**src/rtl/csdec_pkg.sv**
```systemverilog
package csdec_pkg;
  localparam int ADDR_W = 32;

  localparam logic [ADDR_W-1:0] NEW_BASE_KEEP = 32'h1FF8_3FE0;
  localparam logic [ADDR_W-1:0] NEW_MASK_SET  = 32'h0007_C01F;
  localparam logic [ADDR_W-1:0] NEW_MASK_KEEP = 32'h1FFF_FFFF;
  localparam logic [ADDR_W-1:0] OLD_BASE_KEEP = 32'hFFE0_FE00;
  localparam logic [ADDR_W-1:0] OLD_MASK_SET  = 32'h001F_01FF;
  localparam logic [ADDR_W-1:0] OLD_MASK_KEEP = 32'h3FFF_FFFF;

  typedef struct packed {
    logic hit;
    logic none;
    logic spare_err;
  } flags_t;
endpackage

```
**src/rtl/csdec_fixup.sv**
```systemverilog
module csdec_fixup
  import csdec_pkg::*;
#(
  parameter int NUM_CS = 8
) (
  input  logic                           layout_new,
  input  logic [NUM_CS-1:0][ADDR_W-1:0]  base_raw,
  input  logic [NUM_CS-1:0][ADDR_W-1:0]  mask_raw,
  output logic [NUM_CS-1:0][ADDR_W-1:0]  base_eff,
  output logic [NUM_CS-1:0][ADDR_W-1:0]  mask_eff
);
  for (genvar g = 0; g < NUM_CS; g++) begin : g_ent
    always_comb begin
      if (layout_new) begin
        base_eff[g] = base_raw[g] & NEW_BASE_KEEP;
        mask_eff[g] = (mask_raw[g] | NEW_MASK_SET) & NEW_MASK_KEEP;
      end else begin
        base_eff[g] = base_raw[g] & OLD_BASE_KEEP;
        mask_eff[g] = (mask_raw[g] | OLD_MASK_SET) & OLD_MASK_KEEP;
      end
    end
  end
endmodule

```
**src/rtl/csdec_match.sv**
```systemverilog
module csdec_match
  import csdec_pkg::*;
#(
  parameter int NUM_CS = 8,
  parameter int RANK_W = 4
) (
  input  logic [ADDR_W-1:0]              addr,
  input  logic [NUM_CS-1:0][ADDR_W-1:0]  base_eff,
  input  logic [NUM_CS-1:0][ADDR_W-1:0]  mask_eff,
  input  logic [NUM_CS-1:0]              en,
  output logic                           hit,
  output logic [RANK_W-1:0]              idx
);
  logic [NUM_CS-1:0] resp;

  for (genvar g = 0; g < NUM_CS; g++) begin : g_cmp
    assign resp[g] = en[g] &&
      ((addr & ~mask_eff[g]) == (base_eff[g] & ~mask_eff[g]));
  end

  assign hit = |resp;

  always_comb begin
    idx = '0;
    for (int i = NUM_CS - 1; i >= 0; i--) begin
      if (resp[i]) idx = RANK_W'(i);
    end
  end
endmodule

```
**src/rtl/csdec_spare.sv**
```systemverilog
module csdec_spare #(
  parameter int NUM_CS = 8,
  parameter int RANK_W = 4
) (
  input  logic              hit,
  input  logic [RANK_W-1:0] idx,
  input  logic              bad_valid,
  input  logic [RANK_W-1:0] bad_num,
  input  logic              spare_valid,
  input  logic [RANK_W-1:0] spare_num,
  output logic [RANK_W-1:0] eff,
  output logic              err
);
  localparam logic [RANK_W:0] NCS = (RANK_W + 1)'(NUM_CS);

  logic need, usable;

  assign need   = hit && bad_valid && (idx == bad_num);
  assign usable = spare_valid && ({1'b0, spare_num} < NCS);
  assign eff    = (need && usable) ? spare_num : idx;
  assign err    = need && !usable;
endmodule

```
**src/rtl/csdec_top.sv**
```systemverilog
module csdec_top
  import csdec_pkg::*;
#(
  parameter int NUM_CS = 8,
  parameter int RANK_W = 4
) (
  input  logic                           clk,
  input  logic                           rst_n,
  input  logic                           in_valid,
  output logic                           in_ready,
  input  logic [ADDR_W-1:0]              in_addr,
  input  logic                           layout_new,
  input  logic [NUM_CS-1:0][ADDR_W-1:0]  cs_base,
  input  logic [NUM_CS-1:0][ADDR_W-1:0]  cs_mask,
  input  logic [NUM_CS-1:0]              cs_en,
  input  logic                           bad_valid,
  input  logic [RANK_W-1:0]              bad_num,
  input  logic                           spare_valid,
  input  logic [RANK_W-1:0]              spare_num,
  output logic                           out_valid,
  input  logic                           out_ready,
  output logic                           out_hit,
  output logic                           out_none,
  output logic [RANK_W-1:0]              out_match,
  output logic [RANK_W-1:0]              out_eff,
  output logic                           out_spare_err
);
  logic [NUM_CS-1:0][ADDR_W-1:0] base_eff, mask_eff;
  logic                          c_hit, c_err;
  logic [RANK_W-1:0]             c_idx, c_eff;
  flags_t                        flg;
  logic                          take;

  csdec_fixup #(.NUM_CS(NUM_CS)) u_fix (
    .layout_new(layout_new), .base_raw(cs_base), .mask_raw(cs_mask),
    .base_eff(base_eff), .mask_eff(mask_eff)
  );

  csdec_match #(.NUM_CS(NUM_CS), .RANK_W(RANK_W)) u_match (
    .addr(in_addr), .base_eff(base_eff), .mask_eff(mask_eff), .en(cs_en),
    .hit(c_hit), .idx(c_idx)
  );

  csdec_spare #(.NUM_CS(NUM_CS), .RANK_W(RANK_W)) u_spare (
    .hit(c_hit), .idx(c_idx), .bad_valid(bad_valid), .bad_num(bad_num),
    .spare_valid(spare_valid), .spare_num(spare_num), .eff(c_eff), .err(c_err)
  );

  assign in_ready = !out_valid || out_ready;
  assign take     = in_valid && in_ready;

  always_ff @(posedge clk or negedge rst_n) begin
    if (!rst_n) begin
      out_valid <= 1'b0;
      flg       <= '0;
      out_match <= '0;
      out_eff   <= '0;
    end else begin
      if (take) begin
        out_valid     <= 1'b1;
        flg.hit       <= c_hit;
        flg.none      <= !c_hit;
        flg.spare_err <= c_err;
        out_match     <= c_idx;
        out_eff       <= c_eff;
      end else if (out_ready) begin
        out_valid <= 1'b0;
      end
    end
  end

  assign out_hit       = flg.hit;
  assign out_none      = flg.none;
  assign out_spare_err = flg.spare_err;

  AST_HOLD_ON_STALL: assert property (@(posedge clk) disable iff (!rst_n)
    out_valid && !out_ready |=> out_valid && $stable(out_hit) && $stable(out_match)
      && $stable(out_eff) && $stable(out_spare_err));

  AST_HIT_XOR_NONE: assert property (@(posedge clk) disable iff (!rst_n)
    out_valid |-> (out_hit != out_none));

  AST_NONE_ZERO: assert property (@(posedge clk) disable iff (!rst_n)
    out_valid && out_none |-> out_match == '0 && out_eff == '0 && !out_spare_err);

  AST_ERR_KEEPS_MATCH: assert property (@(posedge clk) disable iff (!rst_n)
    out_valid && out_spare_err |-> out_hit && out_eff == out_match);

  AST_REDIRECT_NEEDS_HIT: assert property (@(posedge clk) disable iff (!rst_n)
    out_valid && (out_eff != out_match) |-> out_hit && !out_spare_err);

  AST_ACCEPT_SHOWS: assert property (@(posedge clk) disable iff (!rst_n)
    in_valid && in_ready |=> out_valid);
endmodule

```
**config.mk**
```make
export PLATFORM = sky130hd
export DESIGN_NAME = csdec_top
export DESIGN_NICKNAME = d
export VERILOG_FILES = /design/src/rtl/csdec_pkg.sv /design/src/rtl/csdec_fixup.sv /design/src/rtl/csdec_match.sv /design/src/rtl/csdec_spare.sv /design/src/rtl/csdec_top.sv
export SDC_FILE = /design/constraint.sdc
export NUM_CORES = 1
export LEC_CHECK = 0
export ABC_AREA = 1
export BUFFER_PORTS_ARGS = -buffer_cell sky130_fd_sc_hd__buf_2
export CORE_AREA = 3 3 223 225
export DETAILED_ROUTE_END_ITERATION = 8
export DIE_AREA = 0 0 226 228
export GPL_TIMING_DRIVEN = 0
export PLACE_DENSITY = 0.52
export SETUP_SLACK_MARGIN = 0.15
export SLEW_MARGIN = 20
export SYNTH_ARGS = -nofsm -noshare
export SYNTH_HDL_FRONTEND = slang
export SYNTH_HIERARCHICAL = 1
export SYNTH_SLANG_ARGS = --single-unit
```
**constraint.sdc**
```tcl
create_clock -name clk -period 1.6 [get_ports clk]
set_clock_uncertainty 0.05 [all_clocks]
set_input_delay 0.24 -clock clk [delete_from_list [all_inputs] [get_ports clk]]
set_output_delay 0.24 -clock clk [all_outputs]
set_load 0.005 [all_outputs]
```
==> impl_metrics.ini <==
[critical_path]
arrival_ps = 2790
crit_type = primary input to register
cp-end-kind = register
startpoint = in_addr[9]
cp-start-kind = primary input
cpMaxStageDelayCell = o21ai_1
cp_slowest_stage_delay_ps = 400
crit_chain = buf_2, buf_4, o21ai_1, o31ai_4, nor2_1, nand2_2, nor2_2, nand3_2, buf_4, nand3_4, a21oi_4, buf_4, buf_6, buf_6, buf_6, buf_6, buf_6, buf_6, nand3_1, nand2_1
worstReg2RegStart = out_valid
reg2reg_depth = 4
critPathRequiredTime_ps = 1680
path_common_cell = buf_6
crit_fanout = 10

[status]
violations = setup timing
status = finished with violations

[synth]
synthesis.instances = 1826
synth_adder_area_share = 0
yosys-top-cells-area = buf_4 29%, nand2_1 16%, inv_1 14%, nor2_1 8.8%, a21oi_1 5.3%
synth_ff_type = dfrtp_1
muxShareOfSynthArea = 0
synthesis.area_um2 = 9607
synth_common_cells = 403 x nand2_1, 370 x buf_4, 351 x inv_1, 224 x nor2_1, 102 x a21oi_1
synth_edf_count = 0
yosysMostFrequentCell = nand2_1
yosys_warnings = 6
synth-seq-cells = 12
synthSimpleGateAreaFrac = 0.3041
netlist.area_leader.share = 0.2891
synth_top_family_by_area = buffers and inverters
yosysTopAreaCell = buf_4
synth_compound_area_frac = 0.1550
avgSynthCellArea_um2 = 5.261
ys_seq_area_frac = 0.03126
synth-xor-area-share = 0.04741
synth_cell_types = 36
async_reset_ff_frac = 1.000

[drt]
avgRoutedWirePerCell_um = 14.33
drtIter0Drc = 487
ant_nets = 0
drt_wl_total_mm = 40.64
vias = 10295
viasPerCell = 3.629
first_pass_iters = 5
drc = 0

[final_layout]
fin_area_um2 = 12950
fin_nets = 2789
syn_to_final_growth_pct = 34.80
fill_cells = 5547
multi_input_area_um2 = 5818
seq_area_um2 = 300.3
layout-drive-gt1-share = 0.3471

[global_route]
grt_overflow = 0
grt_pass1_wl_mm = 58.10
grt_pass1_vias = 9720
antenna_found_initial = 8
grt_max_degree = 13
grt_use_total = 0.1511

[floorplan]
io_pins = 580
die_area_um2 = 51530
num_rows = 80
coreArea_um2 = 47750
die_h_um = 228
start_util = 0.2012
die_w_um = 226

[clock_tree]
clock-sinks = 12
cts_tree = yes
clk_latency_ps = 240
cts.htree.levels = 1
clock_path_buffers = 2
clockRootBuffer = clkbuf_16
clk_pin_slew_ps = 40
numCtsBuffers = 3

[sta]
setup_slack_ps = -1106
max_slew.worst_pin.slew_ps = 531.5
slew_viol_final = 0
period_minus_slack_ps = 2706
setup-violations-final = 9
relSlewSlack = 0.6441
fin_crit_sh = 1.691
fmax_ghz = 0.3696
rsz0062_at_grt = yes
finalHoldViolCount = 0

[place]
gp_congestion = 0.8899
io_buffers = 220
dpl.hpwl_mm = 35.71
placed_area_um2 = 12060

[power_and_ir_drop]
cellLeakagePower_nw = 7.650
finalPower_mw = 3.743
vdd_drop_max_mv = 0.2113
p_per_area_nw_per_um2 = 289.1

[min_path]
hold_start = in_valid
hold-path-cell-count = 3
hp-class = primary input to register

[run]
maxCapViolations = 0
metal layers:
layer,share of wire,up-vias,global-route usage,wire length (µm)
li1,-,5797,-,-
met1,0.44,4136,0.1899,17900
met2,0.48,313,0.2730,19420
met3,0.062,37,0.02520,2539
met4,0.017,12,0.02463,687
met5,0.0023,-,0,92
sequential cells by signal, indices dropped and copies added (netlist names):
| name | count |
|---|---|
| out_eff | 4 |
| out_hit | 1 |
| out_match | 4 |
| out_none | 1 |
| out_spare_err | 1 |
| out_valid | 1 |
where the power goes:
group	switching, mW	total (mW)	internal [mW]
clock	0.135	0.513	0.378
sequential	0.00821	0.326	0.318
combinational	1.47	2.90	1.43
total	1.61	3.74	2.13
final timing paths:
path | endpoint | slack [ps]
max | out_match[1] | -1110
min | out_eff[1] | 240
max reg2reg | out_spare_err | 610
min reg2reg | out_hit | 420
max in group asynchronous | out_match[0] | 920
min in group asynchronous | out_valid | 370
cells in the final DEF (no fill, tap or decap), drive strengths merged:
| cell type | count |
|---|---|
| nand4 | 17 |
| or2 | 1 |
| nand3b | 16 |
| conb | 145 |
| nor3 | 4 |
| nor2 | 230 |
| o21bai | 11 |
| o31ai | 4 |
| dfrtp | 12 |
| dlygate4sd3 | 1 |
| nor3b | 3 |
| clkbuf | 4 |
| o211ai | 2 |
| nand2 | 406 |
| o21ai | 138 |
| diode | 1 |
| xnor2 | 52 |
| nor4 | 1 |
| o22ai | 4 |
| o221ai | 4 |
| a211oi | 2 |
| nand3 | 36 |
| o2111ai | 7 |
| inv | 367 |
| a21oi | 103 |
| buf | 651 |
stage by stage:
step | setup slack [ps] | std cells | setup TNS [ps] | hold slack, ps | utilization
floorplan | -834.5 | 1968 | -4351 | -105.6 | -
global placement | -2063 | 2803 | -15180 | 80.98 | 0.2525
detailed placement | -2079 | 2803 | -15290 | 81.48 | 0.2525
CTS | -1153 | 2834 | -8804 | 244.7 | 0.2690
global route | -1384 | 2836 | -10280 | 268.3 | 0.2712
finish | -1106 | 2837 | -8175 | 244.9 | 0.2712
worst max-delay path: cells and delay by family:
| kind | cells | cell delay, ps |
|---|---|---|
| buffers and inverters | 10 | 1210 |
| AND/OR/NAND/NOR | 7 | 690 |
| AO/OA/AOI/OAI | 3 | 650 |
layout make-up:
cell class / count / area share
diodes: 1 / 0.0001932
plain buffers: 403 / 0.2443
clock buffers: 4 / 0.006860
inverters: 367 / 0.1068
multi-input cells: 1186 / 0.4493
flip-flops and latches: 12 / 0.02319
well taps: 615 / 0.05942
repair buffers: 249 / 0.1100
kinds of logic (layout without fill, tap and decap cells):
logic type / Yosys count / in the layout
XOR/XNOR: 52 / 52
buffers and inverters: 770 / 1023
flip-flops: 12 / 12
AND/OR/NAND/NOR: 714 / 714
AO/OA/AOI/OAI: 275 / 275
other: 3 / 146
timing repair:
action                     4_1_cts  5_1_grt
setup endpoints to repair        9        9
resized for setup              123       26
setup buffers                   23        2
hold endpoints to repair        12        0
hold buffers                     1        0
pin swaps                       49       38
cloned                           3        0
Note: power is estimated with default switching activity, not from simulation.
